## src/rtl/clkrec_pkg.sv

```systemverilog
package clkrec_pkg;

    typedef enum logic [2:0] {
        ST_OFF    = 3'd0,
        ST_RESET  = 3'd1,
        ST_DIAG   = 3'd2,
        ST_ACTIVE = 3'd3,
        ST_SAFE   = 3'd4
    } sup_state_e;

    typedef enum logic [1:0] {
        PH_WAIT = 2'd0,
        PH_RAMP = 2'd1,
        PH_BIST = 2'd2
    } rst_phase_e;

    typedef struct packed {
        logic clk_err;
        logic osc_ok;
        logic mon_dis;
    } clk_stat_t;

    typedef struct packed {
        logic below_restart;
        logic sync_ok;
        logic pll_ok;
        logic swclk_ok;
    } restart_stat_t;

    function automatic logic fault_qualified(clk_stat_t s);
        return s.clk_err & s.osc_ok & ~s.mon_dis;
    endfunction

    function automatic logic restart_ready(restart_stat_t r);
        return r.below_restart & r.sync_ok & r.pll_ok & r.swclk_ok;
    endfunction

    function automatic logic holds_reset(sup_state_e s);
        return (s == ST_RESET) || (s == ST_OFF);
    endfunction

endpackage

```

## src/rtl/clkrec_timer.sv

```systemverilog
module clkrec_timer #(
    parameter int LIMIT = 8
) (
    input  logic clk,
    input  logic rst,
    input  logic run,
    output logic expired
);
    localparam int CW = (LIMIT > 1) ? $clog2(LIMIT) : 1;
    localparam logic [CW-1:0] LAST = CW'(LIMIT - 1);

    logic [CW-1:0] cnt;

    always_ff @(posedge clk) begin
        if (rst || !run) begin
            cnt <= '0;
        end else if (cnt != LAST) begin
            cnt <= cnt + 1'b1;
        end
    end

    assign expired = run && (cnt == LAST);
endmodule

```

## src/rtl/clkrec_errcnt.sv

```systemverilog
module clkrec_errcnt #(
    parameter int ERR_W = 4
) (
    input  logic             clk,
    input  logic             rst,
    input  logic             inc,
    input  logic [ERR_W-1:0] limit,
    output logic [ERR_W-1:0] cnt,
    output logic             at_limit
);
    localparam logic [ERR_W-1:0] MAXV = {ERR_W{1'b1}};

    logic [ERR_W:0] cnt_plus;

    assign cnt_plus = {1'b0, cnt} + 1'b1;
    assign at_limit = cnt_plus >= {1'b0, limit};

    always_ff @(posedge clk) begin
        if (rst) begin
            cnt <= '0;
        end else if (inc && cnt != MAXV) begin
            cnt <= cnt + 1'b1;
        end
    end
endmodule

```

## src/rtl/clkrec_fsm.sv

```systemverilog
module clkrec_fsm
    import clkrec_pkg::*;
(
    input  logic          clk,
    input  logic          rst,
    input  clk_stat_t     clk_stat,
    input  restart_stat_t rs_stat,
    input  logic          uv,
    input  logic          ramp_done,
    input  logic          bist_done,
    input  logic          bist_pass,
    input  logic          rst_src,
    input  logic          sw_en,
    input  logic          ramp_expired,
    input  logic          diag_expired,
    input  logic          err_at_limit,
    output sup_state_e    state,
    output logic          reg_en,
    output logic          bist_start,
    output logic          err_inc,
    output logic          ramp_run,
    output logic          diag_run
);
    sup_state_e state_d;
    rst_phase_e phase_q, phase_d;
    logic       reg_en_d, bist_d, fail, fault_hit;

    always_comb begin
        state_d   = state;
        phase_d   = phase_q;
        reg_en_d  = reg_en;
        bist_d    = 1'b0;
        fail      = 1'b0;
        fault_hit = fault_qualified(clk_stat) && (state != ST_OFF)
                    && ((state != ST_SAFE) || reg_en);
        if (fault_hit) begin
            fail = 1'b1;
        end else begin
            case (state)
                ST_RESET: begin
                    case (phase_q)
                        PH_WAIT: begin
                            if (restart_ready(rs_stat)) begin
                                reg_en_d = 1'b1;
                                phase_d  = PH_RAMP;
                            end
                        end
                        PH_RAMP: begin
                            if (ramp_done && !uv) begin
                                phase_d = PH_BIST;
                                bist_d  = 1'b1;
                            end else if (ramp_expired) begin
                                state_d  = ST_OFF;
                                reg_en_d = 1'b0;
                            end
                        end
                        PH_BIST: begin
                            if (bist_done) begin
                                if (bist_pass) state_d = ST_DIAG;
                                else           fail    = 1'b1;
                            end
                        end
                        default: phase_d = PH_WAIT;
                    endcase
                end
                ST_DIAG: begin
                    if (diag_expired) state_d = ST_ACTIVE;
                end
                ST_SAFE: begin
                    if (rst_src && uv) begin
                        state_d  = ST_RESET;
                        phase_d  = PH_WAIT;
                        reg_en_d = 1'b0;
                    end else begin
                        reg_en_d = sw_en;
                    end
                end
                default: ;
            endcase
        end
        if (fail) begin
            reg_en_d = 1'b0;
            state_d  = err_at_limit ? ST_OFF : ST_SAFE;
        end
    end

    always_ff @(posedge clk) begin
        if (rst) begin
            state      <= ST_RESET;
            phase_q    <= PH_WAIT;
            reg_en     <= 1'b0;
            bist_start <= 1'b0;
        end else begin
            state      <= state_d;
            phase_q    <= phase_d;
            reg_en     <= reg_en_d;
            bist_start <= bist_d;
        end
    end

    assign err_inc  = fail;
    assign ramp_run = (state == ST_RESET) && (phase_q == PH_RAMP);
    assign diag_run = (state == ST_DIAG);
endmodule

```

## src/rtl/clkrec_supervisor.sv

```systemverilog
module clkrec_supervisor
    import clkrec_pkg::*;
#(
    parameter int ERR_W        = 4,
    parameter int RAMP_TIMEOUT = 256,
    parameter int DIAG_LEN     = 8
) (
    input  logic             clk,
    input  logic             rst,
    input  logic             clk_err_i,
    input  logic             osc_ok_i,
    input  logic             mon_dis_i,
    input  logic             uv_i,
    input  logic             below_restart_i,
    input  logic             sync_ok_i,
    input  logic             pll_ok_i,
    input  logic             swclk_ok_i,
    input  logic             ramp_done_i,
    input  logic             bist_done_i,
    input  logic             bist_pass_i,
    input  logic             rst_src_i,
    input  logic             sw_en_i,
    input  logic [ERR_W-1:0] err_limit_i,
    output logic [2:0]       state_o,
    output logic             reg_en_o,
    output logic             rst_o,
    output logic             bist_start_o,
    output logic [ERR_W-1:0] err_cnt_o
);
    clk_stat_t     clk_stat;
    restart_stat_t rs_stat;
    sup_state_e    state;
    logic          ramp_run, diag_run, ramp_expired, diag_expired;
    logic          err_inc, err_at_limit;

    assign clk_stat.clk_err      = clk_err_i;
    assign clk_stat.osc_ok       = osc_ok_i;
    assign clk_stat.mon_dis      = mon_dis_i;
    assign rs_stat.below_restart = below_restart_i;
    assign rs_stat.sync_ok       = sync_ok_i;
    assign rs_stat.pll_ok        = pll_ok_i;
    assign rs_stat.swclk_ok      = swclk_ok_i;

    clkrec_fsm i_fsm (
        .clk          (clk),
        .rst          (rst),
        .clk_stat     (clk_stat),
        .rs_stat      (rs_stat),
        .uv           (uv_i),
        .ramp_done    (ramp_done_i),
        .bist_done    (bist_done_i),
        .bist_pass    (bist_pass_i),
        .rst_src      (rst_src_i),
        .sw_en        (sw_en_i),
        .ramp_expired (ramp_expired),
        .diag_expired (diag_expired),
        .err_at_limit (err_at_limit),
        .state        (state),
        .reg_en       (reg_en_o),
        .bist_start   (bist_start_o),
        .err_inc      (err_inc),
        .ramp_run     (ramp_run),
        .diag_run     (diag_run)
    );

    clkrec_timer #(.LIMIT(RAMP_TIMEOUT)) i_ramp_timer (
        .clk     (clk),
        .rst     (rst),
        .run     (ramp_run),
        .expired (ramp_expired)
    );

    clkrec_timer #(.LIMIT(DIAG_LEN)) i_diag_timer (
        .clk     (clk),
        .rst     (rst),
        .run     (diag_run),
        .expired (diag_expired)
    );

    clkrec_errcnt #(.ERR_W(ERR_W)) i_errcnt (
        .clk      (clk),
        .rst      (rst),
        .inc      (err_inc),
        .limit    (err_limit_i),
        .cnt      (err_cnt_o),
        .at_limit (err_at_limit)
    );

    assign state_o = state;
    assign rst_o   = holds_reset(state);
endmodule

```

## config.mk

```make
export PLATFORM = sky130hd
export DESIGN_NAME = clkrec_supervisor
export DESIGN_NICKNAME = d
export VERILOG_FILES = /design/src/rtl/clkrec_pkg.sv /design/src/rtl/clkrec_timer.sv /design/src/rtl/clkrec_errcnt.sv /design/src/rtl/clkrec_fsm.sv /design/src/rtl/clkrec_supervisor.sv
export SDC_FILE = /design/constraint.sdc
export NUM_CORES = 1
export LEC_CHECK = 0
export ABC_CLOCK_PERIOD_IN_PS = 5300
export CORE_MARGIN = 4
export CORE_UTILIZATION = 55
export DETAILED_ROUTE_END_ITERATION = 8
export GPL_ROUTABILITY_DRIVEN = 1
export PLACE_DENSITY_LB_ADDON = 0.1
export SKIP_LAST_GASP = 1
export SYNTH_ARGS = -nofsm -noshare
export SYNTH_HDL_FRONTEND = slang
export SYNTH_HIERARCHICAL = 1
export SYNTH_SLANG_ARGS = --single-unit
export TNS_END_PERCENT = 30
```

## constraint.sdc

```tcl
create_clock -name clk -period 5.3 [get_ports clk]
set_input_delay 0.53 -clock clk [delete_from_list [all_inputs] [get_ports clk]]
set_output_delay 0.53 -clock clk [all_outputs]
set_load 0.02 [all_outputs]
```

# Word-level counts from Yosys, hierarchy flattened
# Cells that the tools add are included.
[word_totals] register_bits=22 word_cells=100 inputBits=19 out_inout_bits=10
[classes] n_eq_ne=26 n_addsub=4 reduce_logical=25 muxes=28 n_bitwise=9 magnitude_cmp=1
[op_table] operator="3-bit 2-to-1 mux" count=9
[op_table] operator="3-bit by 2-bit != test with 1-bit output, second input constant" count=4
[op_table] operator="4-bit by 3-bit != test with 1-bit output, second input constant" count=3
[op_table] operator="6-bit AND reduction" count=2
[op_table] operator="1-bit 2-to-1 mux" count=10
[op_table] operator="3-bit != test, second input constant" count=3
[op_table] operator="3-bit one-hot mux with 3 select lines" count=1
[op_table] operator="9-bit AND reduction" count=1
[op_table] operator="8-bit by 1-bit adder with 8-bit output, second input constant" count=1
[op_table] operator="8-bit equality test, second input constant" count=1
[op_table] operator="1-bit logical AND" count=8
[op_table] operator="8-bit != test, second input constant" count=1
[op_table] operator="3-bit equality test, second input constant" count=2
[op_table] operator="2-bit 2-to-1 mux" count=3
[op_table] operator="3-bit by 1-bit != test with 1-bit output, second input constant" count=2
[op_table] operator="2-bit one-hot mux with 3 select lines" count=1
[op_table] operator="3-bit one-hot mux with 2 select lines" count=1
[op_table] operator="4-bit by 1-bit adder with 5-bit output, second input constant" count=1
[op_table] operator="1-bit AND" count=5
[op_table] operator="5-bit by 4-bit >= comparator with 1-bit output" count=1
[op_table] operator="4-bit by 1-bit adder with 4-bit output, second input constant" count=1
[op_table] operator="1-bit logical OR" count=4
[op_table] operator="2-bit by 1-bit != test with 1-bit output, second input constant" count=2
[op_table] operator="4-bit by 1-bit != test with 1-bit output, second input constant" count=1
[op_table] operator="other kinds (19)" count=25

# Depth between registers and ports, before layout
[logic_depth] depth_word=9 depth_mapped=9 depth_no_buf=9

# By module
# The synthesis kept the hierarchy.
[modules_own_cells] module="clkrec_fsm" cells_each=72 instances=1 area_per_inst_um2=564.3 seq_area_each_um2=140.1
[modules_own_cells] module="clkrec_timer at i_ramp_timer" cells_each=48 instances=1 area_per_inst_um2=429.2 seq_area_each_um2=160.2
[modules_own_cells] module="clkrec_errcnt" cells_each=37 instances=1 area_per_inst_um2=322.8 seq_area_each_um2=80.1
[modules_own_cells] module="clkrec_timer at i_diag_timer" cells_each=13 instances=1 area_per_inst_um2=138.9 seq_area_each_um2=60.1
[modules_own_cells] module="clkrec_supervisor" cells_each=1 instances=1 area_per_inst_um2=3.8 seq_area_each_um2=0.0

# Worst setup path before layout
# No wires, ideal clock.
[synth_timing] path_kind="register to register" from="register i_fsm.state[1]" to="register i_fsm.state[1]" synth_period_minus_slack_ns=2.400 path_stages_with_launch=9 arrival_ns=2.320 path_slack_ns=2.900 t_required_ns=5.221 setup_time_ns=0.079 n_path_buf=1 cell_sequence="dfxtp_1 > buf_2 > nor3b_1 > and2_2 > inv_1 > a32o_1 > a211o_1 > or3_1 > a211oi_2"
[synth_between] word_cells_on_any_way=26 classes_between="eq/ne (12); mux (5); reduce/logical (9)"
[synth_rtl] element="start: declaration" line="clkrec_fsm.sv:17" rtl="output sup_state_e state,"
[synth_rtl] element="start signal: assignment" line="clkrec_fsm.sv:94" rtl="state <= state_d;"
[synth_rtl] element="3-bit by 2-bit equality test with 1-bit output" line="clkrec_fsm.sv:103" rtl="assign diag_run = (state == ST_DIAG);"
[synth_rtl] element="via diag_run" line="clkrec_supervisor.sv:33" rtl="logic ramp_run, diag_run, ramp_expired, diag_expired;"
[synth_rtl] element="1-bit logical AND" line="clkrec_timer.sv:22" rtl="assign expired = run && (cnt == LAST);"
[synth_rtl] element="via diag_expired" line="clkrec_supervisor.sv:33"
[synth_rtl] element="3-bit by 2-bit != test with 1-bit output (no source line)"
[synth_rtl] element="9-bit AND reduction (no source line)"
# The timed path passes the listed nets, and every way through them passes these cells. The select of a mux whose other input is x is not followed.
# A chain may end at the register's enable or synchronous reset.

# Worst setup path after layout
[layout_timing] from="register i_fsm.phase_q[1]" to="register i_fsm.state[1]"
[layout_between] word_cells_on_any_way=21 classes_between="eq/ne (10); mux (7); reduce/logical (4)"
[layout_rtl] element="start: declaration" line="clkrec_fsm.sv:25" rtl="rst_phase_e phase_q, phase_d;"
[layout_rtl] element="start signal: assignment" line="clkrec_fsm.sv:95" rtl="phase_q <= phase_d;"
[layout_rtl] element="2-bit by 1-bit equality test with 1-bit output" line="clkrec_fsm.sv:102" rtl="assign ramp_run = (state == ST_RESET) && (phase_q == PH_RAMP);"
[layout_rtl] element="1-bit logical AND" line="clkrec_fsm.sv:102"
[layout_rtl] element="via ramp_run" line="clkrec_supervisor.sv:33"
[layout_rtl] element="1-bit logical AND" line="clkrec_timer.sv:22"
[layout_rtl] element="via ramp_expired" line="clkrec_supervisor.sv:33"
[layout_rtl] element="4-bit by 2-bit != test with 1-bit output (no source line)"
[layout_rtl] element="9-bit AND reduction (no source line)"
# The timed path passes the listed nets, and every way through them passes these cells. The select of a mux whose other input is x is not followed.

==> flow_summary.json <==
{
  "dpl_worst_slack_ps": 2660,
  "power.sequential.fraction": 0.386,
  "cell_rows": 18,
  "pin_count": 29,
  "area.growth.synth_to_final_pct": 22.4,
  "pwr-share-comb": 0.363,
  "clk_root_buffer_cell": "sky130_fd_sc_hd__clkbuf_4",
  "ys_seq_elements": 22,
  "worst_slew_pin_slew_ps": 737,
  "drt_iter0_drc": 45,
  "min_period_ps": 2640,
  "initial_core_util": 0.584,
  "cts.path.max_buffers": 2,
  "grt_max_degree": 17,
  "fin_area_um2": 1790,
  "vdd_ir_drop_max_uv": 204,
  "setup.worst_path.start": "i_fsm/phase_q[1]",
  "wire_per_inst_um": 14.5,
  "cp_max_fo": 5,
  "drt-pass1-iter-count": 5,
  "cts-resized-gates": 0,
  "via_per_inst": 5.89,
  "status": "finished, final reports clean",
  "drive_gt1_frac": 0.0758,
  "report.final.slew_viol_count": 0,
  "postSynthCellCount": 171,
  "place_congestion": 0.812,
  "gr-usage-all-layers": 0.199,
  "die_width_um": 59.5,
  "place.port_buffers": 28,
  "final.setup.worst_slack_ps": 2660,
  "timing.final.crit_share": 0.497,
  "detail_route.wirelength_mm": 3.30,
  "mostFrequentLayoutCell": "sky130_fd_sc_hd__clkdlybuf4s50_1",
  "fillers": 219,
  "worst_ep_required_time_ps": 5540,
  "warnings_synthesis": 6,
  "timing.reg2reg.worst_path_depth": 9,
  "timing.hold.worst.start": "i_fsm/phase_q[1]",
  "synth_fp_nets": 201,
  "max_freq_ghz": 0.379,
  "clkLatencyLatePin_ps": 310,
  "finalCoreUtilization": 0.714,
  "tritoncts.num_buffers": 3,
  "holdCritPathClass": "flop to flop",
  "nets": 229,
  "cts_num_sinks": 22,
  "clk_transition_reported_paths_ps": 130,
  "power-per-cell-area_nw_per_um2": 293,
  "seq_area_frac_synth": 0.302,
  "syn-cell-area_um2": 1460,
  "detailroute.via_count": 1342,
  "post_cts_hold_buffer_count": 0,
  "grt_antenna_before_repair": 0,
  "hold-path-endpoint": "i_fsm/phase_q[1]",
  "skew_ps": 4.48,
  "ctsHtreeMaxLevel": 1,
  "route.detailed.drc": 0,
  "crit-reg2reg-launch": "i_fsm/phase_q[1]",
  "die_outline_area_um2": 3540,
  "power_switching_mw": 0.175,
  "number_of_setup_buffers_added_after_cts": 0,
  "hold-path-cell-count": 2,
  "rsz0062_at_grt": "false",
  "int_power_mw": 0.348,
  "ys_types": 48,
  "placeableCoreArea_um2": 2500,
  "n_antenna_cell": 0,
  "timing.reg2reg.setup_slack_ps": 2660,
  "dieHeight_um": 59.5,
  "ys_async_sr_fraction": 0,
  "startpoint_type": "flop",
  "slew_headroom": 0.508,
  "wire_length_of_the_first_global_routing_pass_mm": 5.40,
  "power.leakage_nw": 0.672,
  "post_dp_cell_area_um2": 1730,
  "clock_power_share": 0.251,
  "critPathArrivalTime_ps": 2880,
  "vias_in_the_first_global_route": 1273,
  "syn-mean-instance-area_um2": 8.53,
  "power_switching_share": 0.334,
  "synth_edf_count": 0,
  "maximum_capacitance_violations": 0,
  "cp_class": "flop to flop",
  "timing.setup.tns_ps": 0,
  "globalRoute.totalOverflow": 0,
  "regToRegEndpoint": "i_fsm/state[1]",
  "hold_violations": 0,
  "commonest_cells_after_routing_fill_and_taps_aside": "28 x sky130_fd_sc_hd__clkdlybuf4s50_1, 22 x sky130_fd_sc_hd__dfxtp_1, 11 x sky130_fd_sc_hd__ha_1, 11 x sky130_fd_sc_hd__nand2_1, 11 x sky130_fd_sc_hd__nor3_1",
  "crit_path_end_kind": "flop",
  "routed_antenna_nets": 0,
  "tritoncts": "done",
  "total_half_perimeter_wirelength_after_legalization_and_detailed_placement_mm": 2.61,
  "synth_top_flop_cell": "sky130_fd_sc_hd__dfxtp_1",
  "finalSetupViolCount": 0
}
final cells by class:
| class | instances | area (µm²) | share of cell area |
|---|---|---|---|
| Tap cell | 30 | 37.5 | 0.0210 |
| Timing Repair Buffer | 28 | 280 | 0.157 |
| Clock buffer | 3 | 22.5 | 0.0126 |
| Clock inverter | 1 | 30.0 | 0.0168 |
| Multi-Input combinational cell | 133 | 933 | 0.523 |
| Sequential cell | 22 | 440 | 0.247 |
| Inverter | 11 | 41.3 | 0.0231 |
how the worst max path moves through the flow:
stage | to | slack (ps) | cells after the start
after floorplan | i_fsm/state[1] | 2900 | 8
after global placement | i_errcnt/cnt[0] | 2720 | 7
after detailed placement | i_errcnt/cnt[0] | 2660 | 7
after CTS | i_fsm/state[1] | 2680 | 9
after global routing | i_fsm/state[1] | 2540 | 9
final | i_fsm/state[1] | 2660 | 9
registers in the layout, summed over array words and instances (netlist names):
signal,count
i_ramp_timer/cnt,8
i_errcnt/cnt,4
i_diag_timer/cnt,3
i_fsm/state,3
i_fsm/phase_q,2
i_fsm/bist_start,1
i_fsm/reg_en,1
logic make-up after synthesis:
kind of cell / count (synthesis) / share of synthesized area
AND/OR/NAND/NOR: 76 / 0.307
XOR/XNOR: 3 / 0.0180
buffers and inverters: 16 / 0.0583
AO/OA/AOI/OAI: 38 / 0.183
adder cells (fa/ha/maj): 11 / 0.0943
flip-flops: 22 / 0.302
multiplexers: 5 / 0.0377
power by group through the flow:
stage	Sequential, mW	Clock (mW)	Combinational (mW)
3_5_place_dp	0.205	0	0.188
6_report	0.202	0.131	0.190
5_1_grt	0.205	0.140	0.208
2_1_floorplan	0.210	0	0.117
4_1_cts	0.201	0.134	0.189
3_3_place_gp	0.204	0	0.182
synthesized netlist by cell type, types with 2 or more instances:
cell	number	area, µm²
sky130_fd_sc_hd__a211oi_2	3	37.5
sky130_fd_sc_hd__or3_1	2	12.5
sky130_fd_sc_hd__a211oi_1	3	22.5
sky130_fd_sc_hd__nor3_1	11	55.1
sky130_fd_sc_hd__ha_1	11	138
sky130_fd_sc_hd__buf_6	3	33.8
sky130_fd_sc_hd__nand2b_1	9	56.3
sky130_fd_sc_hd__a21oi_1	10	50.1
sky130_fd_sc_hd__mux2i_1	4	40.0
sky130_fd_sc_hd__o21ai_0	7	35.0
sky130_fd_sc_hd__nor2b_1	3	18.8
sky130_fd_sc_hd__nand4b_1	2	17.5
sky130_fd_sc_hd__a211o_1	2	17.5
sky130_fd_sc_hd__nor3b_1	2	15.0
sky130_fd_sc_hd__nand3_1	7	35.0
sky130_fd_sc_hd__inv_1	10	37.5
sky130_fd_sc_hd__xor2_1	2	17.5
sky130_fd_sc_hd__and3_1	3	18.8
sky130_fd_sc_hd__buf_2	2	10.0
sky130_fd_sc_hd__nand2_1	11	41.3
sky130_fd_sc_hd__nand4_1	4	25.0
sky130_fd_sc_hd__a31oi_1	4	25.0
sky130_fd_sc_hd__dfxtp_1	22	440
sky130_fd_sc_hd__nor2_1	10	37.5
routing by layer:
metal / up-vias / part of all wire / GRT usage
li1: 681 / - / -
met1: 620 / 0.44 / 0.238
met2: 35 / 0.50 / 0.348
met3: 6 / 0.042 / 0.0349
met4: 0 / 0.014 / 0.0823
met5: - / 0 / 0
worst max-delay path, cell delays in order, from the launching register on:
cell                       delay (ps)
sky130_fd_sc_hd__dfxtp_1          350
sky130_fd_sc_hd__inv_1             80
sky130_fd_sc_hd__ha_1             230
sky130_fd_sc_hd__or4bb_1          560
sky130_fd_sc_hd__inv_1            130
sky130_fd_sc_hd__and3_1           180
sky130_fd_sc_hd__a21oi_1           90
sky130_fd_sc_hd__a211o_1          330
sky130_fd_sc_hd__or3_1            400
sky130_fd_sc_hd__a211oi_2         210
per-stage QoR:
step	total power, mW	std cells	hold WS [ps]
detailed placement	0.394	224	502
global route	0.552	228	569
finish	0.523	228	517
CTS	0.525	228	519
floorplan	0.328	171	460
global placement	0.387	224	482
Note: power is estimated with default switching activity, not from simulation.
